[config.mk]
export PLATFORM = sky130hd
export DESIGN_NAME = cm_interp
export DESIGN_NICKNAME = d
export VERILOG_FILES = /design/src/rtl/cm_pkg.sv /design/src/rtl/cm_prog_rom.sv /design/src/rtl/cm_reg_file.sv /design/src/rtl/cm_seq.sv /design/src/rtl/cm_interp.sv
export SDC_FILE = /design/constraint.sdc
export NUM_CORES = 1
export LEC_CHECK = 0
export BUFFER_PORTS_ARGS = -buffer_cell sky130_fd_sc_hd__buf_2
export CAP_MARGIN = 15
export CORE_MARGIN = 2
export CORE_UTILIZATION = 50
export CTS_BUF_LIST = sky130_fd_sc_hd__clkbuf_4
export DETAILED_ROUTE_END_ITERATION = 10
export PLACE_DENSITY = 0.78
export SLEW_MARGIN = 20
export SYNTH_ARGS = -nofsm -noshare
export SYNTH_HDL_FRONTEND = slang
export SYNTH_SLANG_ARGS = --single-unit
[constraint.sdc]
create_clock -name clk -period 4.35 [get_ports clk]
set_clock_uncertainty 0.1 [all_clocks]
set_input_delay 0 -clock clk [delete_from_list [all_inputs] [get_ports clk]]
set_output_delay 0 -clock clk [all_outputs]
set_load 0.01 [all_outputs]
[src/rtl/cm_pkg.sv]
package cm_pkg;

    localparam int CM_NREG   = 3;
    localparam int CM_SEL_W  = 2;
    localparam int CM_STEP_W = 4;   // steps 1..15 addressable

    typedef enum logic [1:0] {
        OP_STOP = 2'd0,
        OP_INC  = 2'd1,
        OP_DEB  = 2'd2
    } cm_op_e;

    typedef struct packed {
        cm_op_e                 op;
        logic [CM_SEL_W-1:0]    rsel;   // 1-based register number
        logic [CM_STEP_W-1:0]   go;     // next step
        logic [CM_STEP_W-1:0]   alt;    // step taken when register is zero
    } cm_step_t;

    function automatic cm_step_t mk(cm_op_e op, int unsigned r, int unsigned g, int unsigned a);
        cm_step_t s;
        s.op   = op;
        s.rsel = CM_SEL_W'(r);
        s.go   = CM_STEP_W'(g);
        s.alt  = CM_STEP_W'(a);
        return s;
    endfunction

    // Built-in programs; any unlisted step is a stop step.
    function automatic cm_step_t prog_step(int unsigned prog, int unsigned idx);
        cm_step_t s;
        s = mk(OP_STOP, 0, 0, 0);
        if (prog == 0) begin
            // drain B into C
            case (idx)
                1: s = mk(OP_DEB, 2, 2, 3);
                2: s = mk(OP_INC, 3, 1, 0);
                default: s = mk(OP_STOP, 0, 0, 0);
            endcase
        end else begin
            // copy A into C through B
            case (idx)
                1: s = mk(OP_DEB, 1, 2, 4);
                2: s = mk(OP_INC, 2, 3, 0);
                3: s = mk(OP_INC, 3, 1, 0);
                4: s = mk(OP_DEB, 2, 5, 6);
                5: s = mk(OP_INC, 1, 4, 0);
                default: s = mk(OP_STOP, 0, 0, 0);
            endcase
        end
        return s;
    endfunction

endpackage

[src/rtl/cm_prog_rom.sv]
module cm_prog_rom
    import cm_pkg::*;
#(
    parameter int PROGRAM = 0,
    parameter int DEPTH   = 8
) (
    input  logic [CM_STEP_W-1:0] pc_i,
    output cm_step_t             step_o
);

    cm_step_t table_w [DEPTH];

    for (genvar k = 0; k < DEPTH; k++) begin : g_tab
        assign table_w[k] = prog_step(PROGRAM, k + 1);
    end

    always_comb begin
        step_o = mk(OP_STOP, 0, 0, 0);
        for (int k = 0; k < DEPTH; k++) begin
            if (pc_i == CM_STEP_W'(k + 1)) step_o = table_w[k];
        end
    end

endmodule

[src/rtl/cm_reg_file.sv]
module cm_reg_file
    import cm_pkg::*;
#(
    parameter int W    = 8,
    parameter int NREG = CM_NREG
) (
    input  logic                         clk,
    input  logic                         rst,
    input  logic                         load,
    input  logic [NREG-1:0][W-1:0]       init_vals,
    input  logic                         do_inc,
    input  logic                         do_dec,
    input  logic [CM_SEL_W-1:0]          sel,
    output logic [NREG-1:0][W-1:0]       vals,
    output logic                         sel_zero
);

    localparam logic [W-1:0] MAXV = '1;

    typedef struct packed {
        logic [NREG-1:0][W-1:0] val;
    } rf_s;

    rf_s rf_d, rf_q;

    always_comb begin
        rf_d     = rf_q;
        sel_zero = 1'b0;
        for (int i = 0; i < NREG; i++) begin
            if (sel == CM_SEL_W'(i + 1)) begin
                sel_zero = (rf_q.val[i] == '0);
                if (do_inc && rf_q.val[i] != MAXV) rf_d.val[i] = rf_q.val[i] + 1'b1;
                if (do_dec && rf_q.val[i] != '0)   rf_d.val[i] = rf_q.val[i] - 1'b1;
            end
        end
        if (load) rf_d.val = init_vals;
    end

    always_ff @(posedge clk) begin
        if (rst) rf_q <= '0;
        else     rf_q <= rf_d;
    end

    assign vals = rf_q.val;

    p_no_dec_zero_r4: assert property (@(posedge clk) disable iff (rst)
        do_dec |-> !sel_zero);

    for (genvar g = 0; g < NREG; g++) begin : g_chk
        p_no_overflow_r5: assert property (@(posedge clk) disable iff (rst)
            (!load && do_inc && sel == CM_SEL_W'(g + 1) && rf_q.val[g] == MAXV)
            |=> rf_q.val[g] == MAXV);
        p_inc_r5: assert property (@(posedge clk) disable iff (rst)
            (!load && do_inc && sel == CM_SEL_W'(g + 1) && rf_q.val[g] != MAXV)
            |=> rf_q.val[g] == W'($past(rf_q.val[g]) + 1'b1));
        p_dec_r3: assert property (@(posedge clk) disable iff (rst)
            (!load && do_dec && sel == CM_SEL_W'(g + 1))
            |=> rf_q.val[g] == W'($past(rf_q.val[g]) - 1'b1));
    end

endmodule

[src/rtl/cm_seq.sv]
module cm_seq
    import cm_pkg::*;
(
    input  logic                 clk,
    input  logic                 rst,
    input  logic                 start,
    input  cm_step_t             step,
    input  logic                 sel_zero,
    output logic [CM_STEP_W-1:0] pc,
    output logic                 done,
    output logic                 load,
    output logic                 do_inc,
    output logic                 do_dec,
    output logic [CM_SEL_W-1:0]  sel
);

    typedef struct packed {
        logic [CM_STEP_W-1:0] pc;
        logic                 busy;
        logic                 done;
    } seq_s;

    seq_s sq_d, sq_q;
    logic exec;

    always_comb begin
        sq_d = sq_q;
        exec = sq_q.busy && !start;
        if (start) begin
            sq_d.pc   = CM_STEP_W'(1);
            sq_d.busy = 1'b1;
            sq_d.done = 1'b0;
        end else if (sq_q.busy) begin
            case (step.op)
                OP_INC:  sq_d.pc = step.go;
                OP_DEB:  sq_d.pc = sel_zero ? step.alt : step.go;
                default: begin
                    sq_d.busy = 1'b0;
                    sq_d.done = 1'b1;
                end
            endcase
        end
    end

    always_ff @(posedge clk) begin
        if (rst) sq_q <= '{pc: CM_STEP_W'(1), busy: 1'b0, done: 1'b0};
        else     sq_q <= sq_d;
    end

    assign pc     = sq_q.pc;
    assign done   = sq_q.done;
    assign load   = start;
    assign sel    = step.rsel;
    assign do_inc = exec && step.op == OP_INC;
    assign do_dec = exec && step.op == OP_DEB && !sel_zero;

    p_start_r2: assert property (@(posedge clk) disable iff (rst)
        start |=> (sq_q.pc == CM_STEP_W'(1) && !sq_q.done && sq_q.busy));
    p_go_r3: assert property (@(posedge clk) disable iff (rst)
        (exec && step.op == OP_DEB && !sel_zero) |=> sq_q.pc == $past(step.go));
    p_alt_r4: assert property (@(posedge clk) disable iff (rst)
        (exec && step.op == OP_DEB && sel_zero) |=> sq_q.pc == $past(step.alt));
    p_inc_go_r5: assert property (@(posedge clk) disable iff (rst)
        (exec && step.op == OP_INC) |=> sq_q.pc == $past(step.go));
    p_stop_r6: assert property (@(posedge clk) disable iff (rst)
        (exec && step.op == OP_STOP) |=> sq_q.done);
    p_done_hold_r6: assert property (@(posedge clk) disable iff (rst)
        (sq_q.done && !start) |=> sq_q.done);
    p_exclusive_r6: assert property (@(posedge clk) disable iff (rst)
        !(sq_q.done && sq_q.busy));

endmodule

[src/rtl/cm_interp.sv]
module cm_interp
    import cm_pkg::*;
#(
    parameter int PROGRAM = 0,
    parameter int DEPTH   = 8,
    parameter int W       = 8
) (
    input  logic         clk,
    input  logic         rst,
    input  logic         start,
    input  logic [W-1:0] init_a,
    input  logic [W-1:0] init_b,
    input  logic [W-1:0] init_c,
    output logic         done,
    output logic [W-1:0] out_a,
    output logic [W-1:0] out_b,
    output logic [W-1:0] out_c
);

    logic [CM_STEP_W-1:0]          pc;
    cm_step_t                      step;
    logic                          sel_zero, load, do_inc, do_dec;
    logic [CM_SEL_W-1:0]           sel;
    logic [CM_NREG-1:0][W-1:0]     init_vals, vals;

    assign init_vals = {init_c, init_b, init_a};

    cm_prog_rom #(.PROGRAM(PROGRAM), .DEPTH(DEPTH)) rom_i (
        .pc_i   (pc),
        .step_o (step)
    );

    cm_seq seq_i (
        .clk      (clk),
        .rst      (rst),
        .start    (start),
        .step     (step),
        .sel_zero (sel_zero),
        .pc       (pc),
        .done     (done),
        .load     (load),
        .do_inc   (do_inc),
        .do_dec   (do_dec),
        .sel      (sel)
    );

    cm_reg_file #(.W(W), .NREG(CM_NREG)) rf_i (
        .clk       (clk),
        .rst       (rst),
        .load      (load),
        .init_vals (init_vals),
        .do_inc    (do_inc),
        .do_dec    (do_dec),
        .sel       (sel),
        .vals      (vals),
        .sel_zero  (sel_zero)
    );

    assign out_a = vals[0];
    assign out_b = vals[1];
    assign out_c = vals[2];

    p_frozen_r6: assert property (@(posedge clk) disable iff (rst)
        (done && !start) |=> ($stable(out_a) && $stable(out_b) && $stable(out_c)));

endmodule

==> flow_summary.json, run 1 <==
{
  "r2r_cells": 13,
  "h-tree-depth": 1,
  "slowest_stage": "nor2_1",
  "hold_buffers": 25,
  "setup_ws_ps": 1146,
  "fin_crit_sh_pct": 73.64,
  "area_delta_synth_final_pct": 24.06,
  "seqPwrFrac_pct": 42.8,
  "synth_edf_count": 0,
  "end_kind": "flip-flop",
  "comb_power_share_pct": 31.9,
  "startpoint": "seq_i.pc[0]$_SDFFE_PP1P_",
  "wirelength_mm": 5.592,
  "synth.distinct_cells": 59,
  "p_clk_share_pct": 25.3,
  "tightest_slew_ps": 748.5,
  "synthCells": 278,
  "postRouteAntennaNets": 0,
  "crit_fanout": 8,
  "max_freq_mhz": 312.2,
  "numPortBuffers": 51,
  "grt_pass1_vias": 2176,
  "vias": 2248,
  "setup_viol": 0,
  "drv_cap": 0,
  "ir_drop_uv": 146.6,
  "place.gp.congestion": 0.8015,
  "switching_share_pct": 32.17,
  "worstPathCellList": "inv_1, ha_1, a31oi_2, nand2_1, nor2_1, ha_1, nor2b_1, o21ai_0, nand2b_1, a21o_1, a21oi_1, xor2_1, a21oi_1",
  "die_area_um2": 5266,
  "synth_seq_cells": 28,
  "yosysTopAreaCell": "dfxtp_1",
  "clock_sinks": 28,
  "synth_ff_type": "dfxtp_1",
  "num_rows": 24,
  "final_hold_viol_count": 0,
  "ios": 52,
  "min_from": "start",
  "drc": 0,
  "synth_nets": 330,
  "rr_endpoint": "rf_i.vals[6]$_SDFFE_PP0P_",
  "cts-root-buf": "clkbuf_4",
  "worst_hold_path_type": "in -> reg",
  "multiInputGateArea_um2": 1624,
  "grt_pass1_wl_mm": 9.287,
  "postCtsSetupBuffers": 0,
  "fin_area_um2": 2917,
  "p_int_mw": 0.4820,
  "clock_latency_ps": 340,
  "post-route-min-period_ps": 3204,
  "worstPathArrival_ps": 3340,
  "reg2reg_slack_ps": 1150,
  "cp.required_ps": 4490,
  "critPathTopFamily": "simple AND/OR/NAND/NOR gates",
  "cp-start-kind": "flip-flop",
  "leakage_nw": 1.352,
  "core_area_um2": 4444,
  "synth_area_leaders": "dfxtp_1 24%, ha_1 12%, a21oi_1 4.7%",
  "placed_area_um2": 2614,
  "setup_tns_ps": 0,
  "holdPathEnd": "rf_i.vals[1]$_SDFFE_PP0P_",
  "start_util_pct": 52.90,
  "yosysTopAreaCellShare_pct": 23.84,
  "slowest_delay_ps": 440,
  "avgSynthCellArea_um2": 8.457,
  "die-height_um": 72.57,
  "ys_warn_count": 0,
  "hold_path_depth": 3,
  "vias_per_cell": 5.592,
  "worst-path-buf-inv": 1,
  "status": "completed",
  "die_w_um": 72.57,
  "gr-total-overflow": 0,
  "rsz0062_at_grt": "false",
  "drv_slew": 0,
  "antenna_found_initial": 0,
  "drt-initial-drc-count": 100,
  "preCtsSetupSlack_ps": 1169,
  "tritoncts": "done",
  "drive_above_1_share_pct": 24.00,
  "p_switching_mw": 0.2286,
  "diodes": 0,
  "relSlewSlack_pct": 50.10,
  "r2r_start": "seq_i.pc[0]$_SDFFE_PP1P_",
  "seq_area_frac_synth_pct": 23.84,
  "nNetsFinal": 403,
  "path_class": "reg -> reg",
  "ctsResizeCount": 0,
  "cts_max_path_buffers": 2,
  "dr.pass1.iters": 4,
  "grt_max_degree": 42,
  "powerDensity_nw_per_um2": 243.6,
  "cts_buffers": 3,
  "async_flop_share_pct": 0,
  "wl_per_cell_um": 13.91,
  "seq_area_um2": 560.5,
  "syn_area_um2": 2351,
  "path_clk_slew_ps": 170,
  "dp_hpwl_mm": 3.840,
  "fill_cells": 379,
  "track_usage_pct": 21.65
}
[power by group through the flow]
stage	registers (mW)	clock network, mW	logic (mW)
floorplan	0.310	0	0.150
finish	0.304	0.180	0.227
CTS	0.303	0.184	0.226
detailed placement	0.308	0	0.208
global route	0.307	0.193	0.254
global placement	0.308	0	0.204
[through the flow]
| step | utilization, % | hold WS (ps) | instances | power, mW |
|---|---|---|---|---|
| after floorplan | - | 42.75 | 278 | 0.4603 |
| final | 65.63 | 131.7 | 402 | 0.7106 |
| after global routing | 65.63 | 154.2 | 402 | 0.7534 |
| after CTS | 65.63 | 107.3 | 402 | 0.7133 |
| after detailed placement | 58.81 | 148.0 | 373 | 0.5163 |
| after global placement | 58.81 | 133.1 | 373 | 0.5118 |
[placed cells by master (no fill, tap or decap), types with 2 or more instances in the layout]
| cell type | count |
|---|---|
| o21ai_0 | 15 |
| and3b_2 | 2 |
| nand4_1 | 6 |
| nand2_1 | 9 |
| nor4_2 | 3 |
| dfxtp_1 | 28 |
| mux2_2 | 4 |
| dlygate4sd3_1 | 25 |
| clkbuf_4 | 3 |
| a2111oi_2 | 2 |
| o31ai_1 | 2 |
| a21o_1 | 3 |
| o31a_1 | 3 |
| or4_1 | 2 |
| buf_2 | 51 |
| xnor2_1 | 11 |
| nor2_1 | 25 |
| o21bai_1 | 2 |
| o21ai_1 | 2 |
| nor2b_1 | 10 |
| inv_2 | 2 |
| nor4_1 | 2 |
| fa_1 | 3 |
| a21oi_1 | 22 |
| mux2i_1 | 4 |
| a221oi_1 | 3 |
| o21a_1 | 5 |
| o22ai_1 | 8 |
| nand2b_1 | 3 |
| xor2_1 | 4 |
| nor3_1 | 7 |
| a211oi_1 | 4 |
| ha_1 | 22 |
| inv_1 | 27 |
| a31oi_1 | 2 |
[layer usage]
layer	routed length (um)	global-route usage, %
met5	0	0
met4	51	6.379
met3	223	2.348
met2	2725	38.18
met1	2593	27.77
[cells by family (layout without fill, tap and decap cells)]
family / count (synthesis) / count (layout) / synth area share [%]
xor+xnor: 15 / 15 / 5.588
mux: 8 / 8 / 3.619
flops: 28 / 28 / 23.84
fa+ha+maj: 25 / 25 / 14.26
compound gates: 83 / 83 / 24.69
buf+inv: 37 / 109 / 7.078
simple gates: 82 / 82 / 20.92
[cell usage after synthesis (4+ instances only)]
cell type and n:
nand4_1 6, nand2_1 9, dfxtp_1 28, nor2_1 25
nor3_1 7, inv_1 27, ha_1 22, a21oi_1 22
o22ai_1 8, o21a_1 5, nor2b_1 10, xnor2_1 11
mux2i_1 4, mux2_2 4, a211oi_1 4, o21ai_0 15
xor2_1 4
[worst min-delay path: cells and delay by family]
kind	cells	cell delay [ps]
AND/OR/NAND/NOR	1	150
buffers and inverters	1	330
AO/OA/AOI/OAI	1	50
[worst max path at each step]
stage	slack, ps	endpoint	depth (start not counted)
6_report	1150	rf_i.vals[6]$_SDFFE_PP0P_	13
5_1_grt	840	rf_i.vals[5]$_SDFFE_PP0P_	13
3_3_place_gp	1340	rf_i.vals[6]$_SDFFE_PP0P_	13
4_1_cts	1140	rf_i.vals[5]$_SDFFE_PP0P_	13
2_1_floorplan	1560	rf_i.vals[6]$_SDFFE_PP0P_	13
3_5_place_dp	1170	rf_i.vals[5]$_SDFFE_PP0P_	13
[sequential cells by signal (all words and copies together), names as in the netlist]
signal and cells:
rf_i.vals 24, seq_i.pc 2, seq_i.done 1, seq_i.sq_q 1
[layout make-up]
type                       instances  area share, %
clock buffer                       3         0.7722
tap                               52          2.231
sequential                        28          19.22
multi-input combinational        213          55.68
timing repair buffer              76          17.33
inverter                          29          3.732
clock inverter                     1          1.030
Note: power is estimated with default switching activity, not from simulation.
==> inputs of run 2 (changes only) <==
==> constraint.sdc (replaced) <==
create_clock -name clk -period 3 [get_ports clk]
set_clock_uncertainty 0.1 [all_clocks]
set_input_delay 0 -clock clk [delete_from_list [all_inputs] [get_ports clk]]
set_output_delay 0 -clock clk [all_outputs]
set_load 0.01 [all_outputs]
==> run 2 against run 1 <==
  * Clock power increased by 46%
  * Die area unchanged
  * Clock-buffer cell count unchanged
  * Final area increased by 6.1%
  * Critical path depth unchanged
  * Flip-flop and latch count unchanged
  * Power increased by 50%
  * Via count increased by 5.8%
  * Final cell count increased by 3.7%
  * Combinational power increased by 63%
  * Sequential share of layout area decreased by 1.1 points
==> flow_summary.json, run 2 (synthesized netlist as in run 1, its figures left out) <==
{
  "status": "completed",
  "final_util_pct": 69.65,
  "vias": 2378,
  "setup_tns_ps": 0,
  "max_freq_mhz": 338.4,
  "drv_cap": 0,
  "dr.pass1.iters": 4,
  "wl_per_cell_um": 14.93,
  "final_hold_viol_count": 0,
  "drive_above_1_share_pct": 29.32,
  "min_from": "rst",
  "path_clk_slew_ps": 170,
  "setup_ws_ps": 44.69,
  "cts_buffers": 3,
  "dp_hpwl_mm": 4.211,
  "ir_drop_uv": 212.6,
  "startpoint": "seq_i.pc[0]$_SDFFE_PP1P_",
  "die-height_um": 72.57,
  "fin_crit_sh_pct": 98.51,
  "cts-root-buf": "clkbuf_4",
  "grt_max_degree": 36,
  "die_area_um2": 5266,
  "vias_per_cell": 5.703,
  "worst_hold_path_type": "in -> reg",
  "mostFrequentLayoutCells": "51 x buf_2, 27 x inv_1, 27 x dfxtp_1",
  "final_common_cell": "buf_2",
  "powerDensity_nw_per_um2": 345.4,
  "numPortBuffers": 51,
  "crit_fanout": 9,
  "wirelength_mm": 6.225,
  "drt-initial-drc-count": 114,
  "h-tree-depth": 1,
  "worstPathArrival_ps": 3130,
  "ios": 52,
  "area_delta_synth_final_pct": 31.67,
  "r2r_start": "seq_i.pc[0]$_SDFFE_PP1P_",
  "antenna_found_initial": 0,
  "largest_register_ffs": 24,
  "multiInputGateArea_um2": 1684,
  "drv_slew": 0,
  "diodes": 0,
  "gr-total-overflow": 0,
  "core_area_um2": 4444,
  "drc": 0,
  "path_class": "reg -> reg",
  "seq_area_um2": 561.8,
  "track_usage_pct": 24.38,
  "cp-start-kind": "flip-flop",
  "die_w_um": 72.57,
  "preCtsSetupSlack_ps": 49.39,
  "end_kind": "flip-flop",
  "clock_latency_ps": 350,
  "grt_pass1_wl_mm": 10.36,
  "fill_cells": 362,
  "tritoncts": "done",
  "relSlewSlack_pct": 62.89,
  "tightest_slew_ps": 556.7,
  "num_rows": 24,
  "cp.required_ps": 3170,
  "start_util_pct": 52.90,
  "place.gp.congestion": 0.8544,
  "clock_sinks": 28,
  "setup_viol": 0,
  "postRouteAntennaNets": 0,
  "nNetsFinal": 418,
  "leakage_nw": 1.450,
  "post-route-min-period_ps": 2955,
  "grt_pass1_vias": 2302,
  "cts_max_path_buffers": 2
}
[run 2: cell count changes in the layout (fill, tap and decap cells not counted), sizes merged]
cell | before | now
buf | 51 | 65
dlygate4sd3 | 25 | 26
[run 2: through the flow]
step / hold WS [ps] / area (um2) / power [mW] / instances
2_1_floorplan: 42.75 / 2351 / 0.6674 / 278
3_5_place_dp: 140.7 / 2704 / 0.7666 / 385
6_report: 19.26 / 3095 / 1.069 / 417
3_3_place_gp: 131.2 / 2704 / 0.7579 / 385
4_1_cts: 14.31 / 3017 / 1.049 / 415
5_1_grt: 21.04 / 3095 / 1.135 / 417
[run 2: layer usage]
layer | vias up | wire length [um] | track usage (%)
met5 | - | 0 | 0
met4 | 0 | 133 | 8.848
li1 | 1173 | - | -
met2 | 72 | 3026 | 41.62
met1 | 1121 | 2766 | 31.43
met3 | 12 | 299 | 3.177
[run 2: final timing paths]
kind / to / slack [ps] / depth (start not counted)
hold / removal: rf_i.vals[5]$_SDFFE_PP0P_ / 20 / 2
setup / recovery: rf_i.vals[23]$_SDFFE_PP0P_ / 40 / 13
hold reg to reg: seq_i.done$_SDFFE_PP0P_ / 400 / 2
setup reg to reg: rf_i.vals[23]$_SDFFE_PP0P_ / 40 / 13
[run 2: layout make-up]
type                       count  area share, %
inverter                      29          3.597
clock buffer                   3         0.7276
timing repair buffer          91          20.05
sequential                    28          18.15
tap                           52          2.102
clock inverter                 1         0.9701
multi-input combinational    213          54.41
[run 2: critical path, stage by stage (launching register included)]
cell	delay [ps]
dfxtp_2	380
inv_1	70
ha_1	280
nand4b_2	270
nand3_2	120
inv_2	110
ha_1	360
o21ai_0	120
nor2_1	190
o22ai_1	130
nor4b_1	340
a31oi_1	110
xnor2_1	140
o21a_1	160
[run 2: repair_timing]
item                                    CTS  global route
gates resized for setup                   0            14
endpoints found under the setup margin    0            10
setup buffers                             0             2
hold buffers                             26             0
hold endpoints to repair                 24             0
[run 2: report_power, final]
part	switching (mW)	internal, mW
combinational	0.184	0.185
sequential	0.0383	0.398
clock	0.128	0.135
==> inputs of run 3 (changes only) <==
--- a/config.mk
+++ b/config.mk
@@ -15,4 +15,5 @@
 export SLEW_MARGIN = 20
 export SYNTH_ARGS = -nofsm -noshare
 export SYNTH_HDL_FRONTEND = slang
+export SYNTH_HIERARCHICAL = 1
 export SYNTH_SLANG_ARGS = --single-unit
==> run 3 against run 2 <==
  * The run now ends with negative setup slack left
  * Worst hold slack better by 71 ps
  * Utilization is 6.7 points higher
  * Sequential share of layout area is 1.4 points lower
  * Global-route usage is 5.1 points higher
  * Final cell count is 16% higher
  * Via count is 26% higher
  * Worst setup slack worse by 390 ps
  * Fmax is 12% lower
  * Largest cell class unchanged
==> flow_summary.json, run 3 <==
{
  "yosys-top-cells-count": "33 x nor2_1, 30 x dfxtp_1, 17 x nand2_1",
  "r2r_cells": 10,
  "cts-root-buf": "clkbuf_4",
  "synth_ff_type": "dfxtp_1",
  "dr.pass1.iters": 5,
  "synthSimpleGateAreaFrac_pct": 29.11,
  "synth-xor-area-share_pct": 4.987,
  "fin_crit_sh_pct": 111.6,
  "synthAdderAreaFrac_pct": 2.545,
  "setup_viol": 15,
  "area_delta_synth_final_pct": 46.72,
  "path_class": "reg -> reg",
  "largest_register_ffs": 24,
  "async_flop_share_pct": 0,
  "grt_pass1_wl_mm": 12.56,
  "min_from": "rst",
  "synthMuxAreaShare_pct": 4.173,
  "core_area_um2": 4723,
  "tritoncts": "done",
  "vias": 3007,
  "worstPathArrival_ps": 3480,
  "leakage_nw": 1.500,
  "cts_max_path_buffers": 2,
  "synth-compound-area-share_pct": 22.60,
  "drc": 0,
  "post-route-min-period_ps": 3347,
  "path_clk_slew_ps": 100,
  "dp_hpwl_mm": 5.204,
  "drive_above_1_share_pct": 41.39,
  "final_common_cell": "buf_4",
  "synth.most_common_cell": "nor2_1",
  "reg2reg_slack_ps": -350,
  "mostFrequentLayoutCells": "57 x buf_4, 51 x buf_2, 31 x nor2_1",
  "drt-initial-drc-count": 401,
  "powerDensity_nw_per_um2": 333.9,
  "vias_per_cell": 6.200,
  "status": "complete, but fails checks",
  "placed_area_um2": 3084,
  "relSlewSlack_pct": 36.04,
  "fin_area_um2": 3607,
  "rsz0062_at_grt": "true",
  "synth_area_leaders": "dfxtp_1 24%, nor2_1 5.0%, xnor2_1 5.0%",
  "rr_endpoint": "rf_i/vals[10]$_SDFFE_PP0P_",
  "track_usage_pct": 29.44,
  "synthCells": 310,
  "antenna_found_initial": 0,
  "ir_drop_uv": 213.9,
  "worst_hold_path_type": "in -> reg",
  "max_freq_mhz": 298.7,
  "grt_max_degree": 39,
  "ios": 52,
  "numPortBuffers": 51,
  "holdPathEnd": "seq_i/sq_q[1]$_SDFF_PP0_",
  "die-height_um": 74.12,
  "yosysTopAreaCell": "dfxtp_1",
  "nNetsFinal": 449,
  "fill_cells": 324,
  "die_area_um2": 5494,
  "synth_top_family_by_area": "simple AND/OR/NAND/NOR gates",
  "failed_checks": "negative setup slack",
  "gr-total-overflow": 0,
  "yosysTopAreaCellShare_pct": 24.43,
  "hold_path_depth": 2,
  "h-tree-depth": 2,
  "cts_buffers": 5,
  "crit_fanout": 5,
  "die_w_um": 74.12,
  "postRouteAntennaNets": 0,
  "end_kind": "flip-flop",
  "avgSynthCellArea_um2": 7.931,
  "final_hold_viol_count": 0,
  "ys_warn_count": 6,
  "wl_per_cell_um": 17.91,
  "synth_seq_cells": 30,
  "place.gp.congestion": 0.8793,
  "grt_pass1_vias": 2750,
  "r2r_start": "rf_i/vals[13]$_SDFFE_PP0P_",
  "drv_slew": 0,
  "synth_edf_count": 0,
  "setup_ws_ps": -347.5,
  "synth.distinct_cells": 66,
  "cp-start-kind": "flip-flop",
  "final_util_pct": 76.37,
  "seq_area_frac_synth_pct": 24.43,
  "wirelength_mm": 8.687,
  "num_rows": 25,
  "clock_latency_ps": 350,
  "tightest_slew_ps": 951.3,
  "multiInputGateArea_um2": 1876,
  "cp.required_ps": 3140,
  "start_util_pct": 52.05,
  "syn_area_um2": 2459,
  "seq_area_um2": 603.1,
  "diodes": 0,
  "drv_cap": 0,
  "clock_sinks": 30
}
==> run 3: cells by family (layout without fill, tap and decap cells) <==
logic type,Yosys count,in the layout
AO/OA/AOI/OAI,76,76
XOR/XNOR,14,14
adder cells (fa/ha/maj),5,5
buffers and inverters,49,154
flip-flops,30,30
multiplexers,10,10
other,1,4
AND/OR/NAND/NOR,125,125
==> run 3: per-stage QoR <==
stage	instances	worst slack, ps	power [mW]	hold WS, ps	setup TNS (ps)
after floorplan	313	-506.0	0.7328	-27.62	-2954
after global placement	449	-206.4	0.8566	170.1	-1544
after detailed placement	449	-342.3	0.8700	175.9	-2617
after CTS	487	-282.0	1.163	73.10	-2305
after global routing	485	-435.5	1.258	106.5	-4221
final	485	-347.5	1.204	89.92	-3341
==> run 3: critical path, cell delays in order (launching register included) <==
cell and delay (ps):
dfxtp_2 340, or3_4 410, or4_4 500, o22ai_2 150, and4bb_4 290, mux2i_1 150, ha_2 210, and2b_1 220
a311o_1 330, and3_1 180, or3_1 360
==> run 3: worst max path at each step <==
stage,start,end,slack [ps]
after floorplan,rf_i/vals[11]$_SDFFE_PP0P_,rf_i/vals[10]$_SDFFE_PP0P_,-510
after global placement,rf_i/vals[13]$_SDFFE_PP0P_,rf_i/vals[10]$_SDFFE_PP0P_,-210
after detailed placement,rf_i/vals[13]$_SDFFE_PP0P_,rf_i/vals[22]$_SDFFE_PP0P_,-340
after CTS,rf_i/vals[13]$_SDFFE_PP0P_,rf_i/vals[22]$_SDFFE_PP0P_,-280
after global routing,rf_i/vals[13]$_SDFFE_PP0P_,rf_i/vals[22]$_SDFFE_PP0P_,-440
final,rf_i/vals[13]$_SDFFE_PP0P_,rf_i/vals[10]$_SDFFE_PP0P_,-350
==> run 3: cell type report <==
type | instances | area share [%]
Sequential cell | 30 | 16.72
Inverter | 12 | 1.249
Multi-Input combinational cell | 234 | 51.99
Timing Repair Buffer | 134 | 26.22
Clock inverter | 2 | 0.2428
Tap cell | 67 | 2.324
Clock buffer | 6 | 1.249
==> run 3: power breakdown <==
group          switching (mW)  internal (mW)  leakage (nW)
Clock                   0.157         0.0970        0.0331
Combinational           0.271          0.235          1.22
Sequential             0.0184          0.426         0.249
Total                   0.446          0.758          1.50
==> run 3: per-layer routing <==
layer | track usage [%] | up-vias | wire length [um]
met5 | 0 | - | 0
met4 | 10.30 | 0 | 369
met3 | 6.369 | 44 | 670
met2 | 50.79 | 211 | 4219
met1 | 36.17 | 1392 | 3428
li1 | - | 1360 | -
==> run 3: what timing repair did <==
item                       CTS  global route
hold buffers                24             0
hold endpoints to repair    24             0
cloned                       0             0
setup endpoints to repair   14            21
resized for setup           10            30
pin swaps                   21            14
setup buffers                6             1
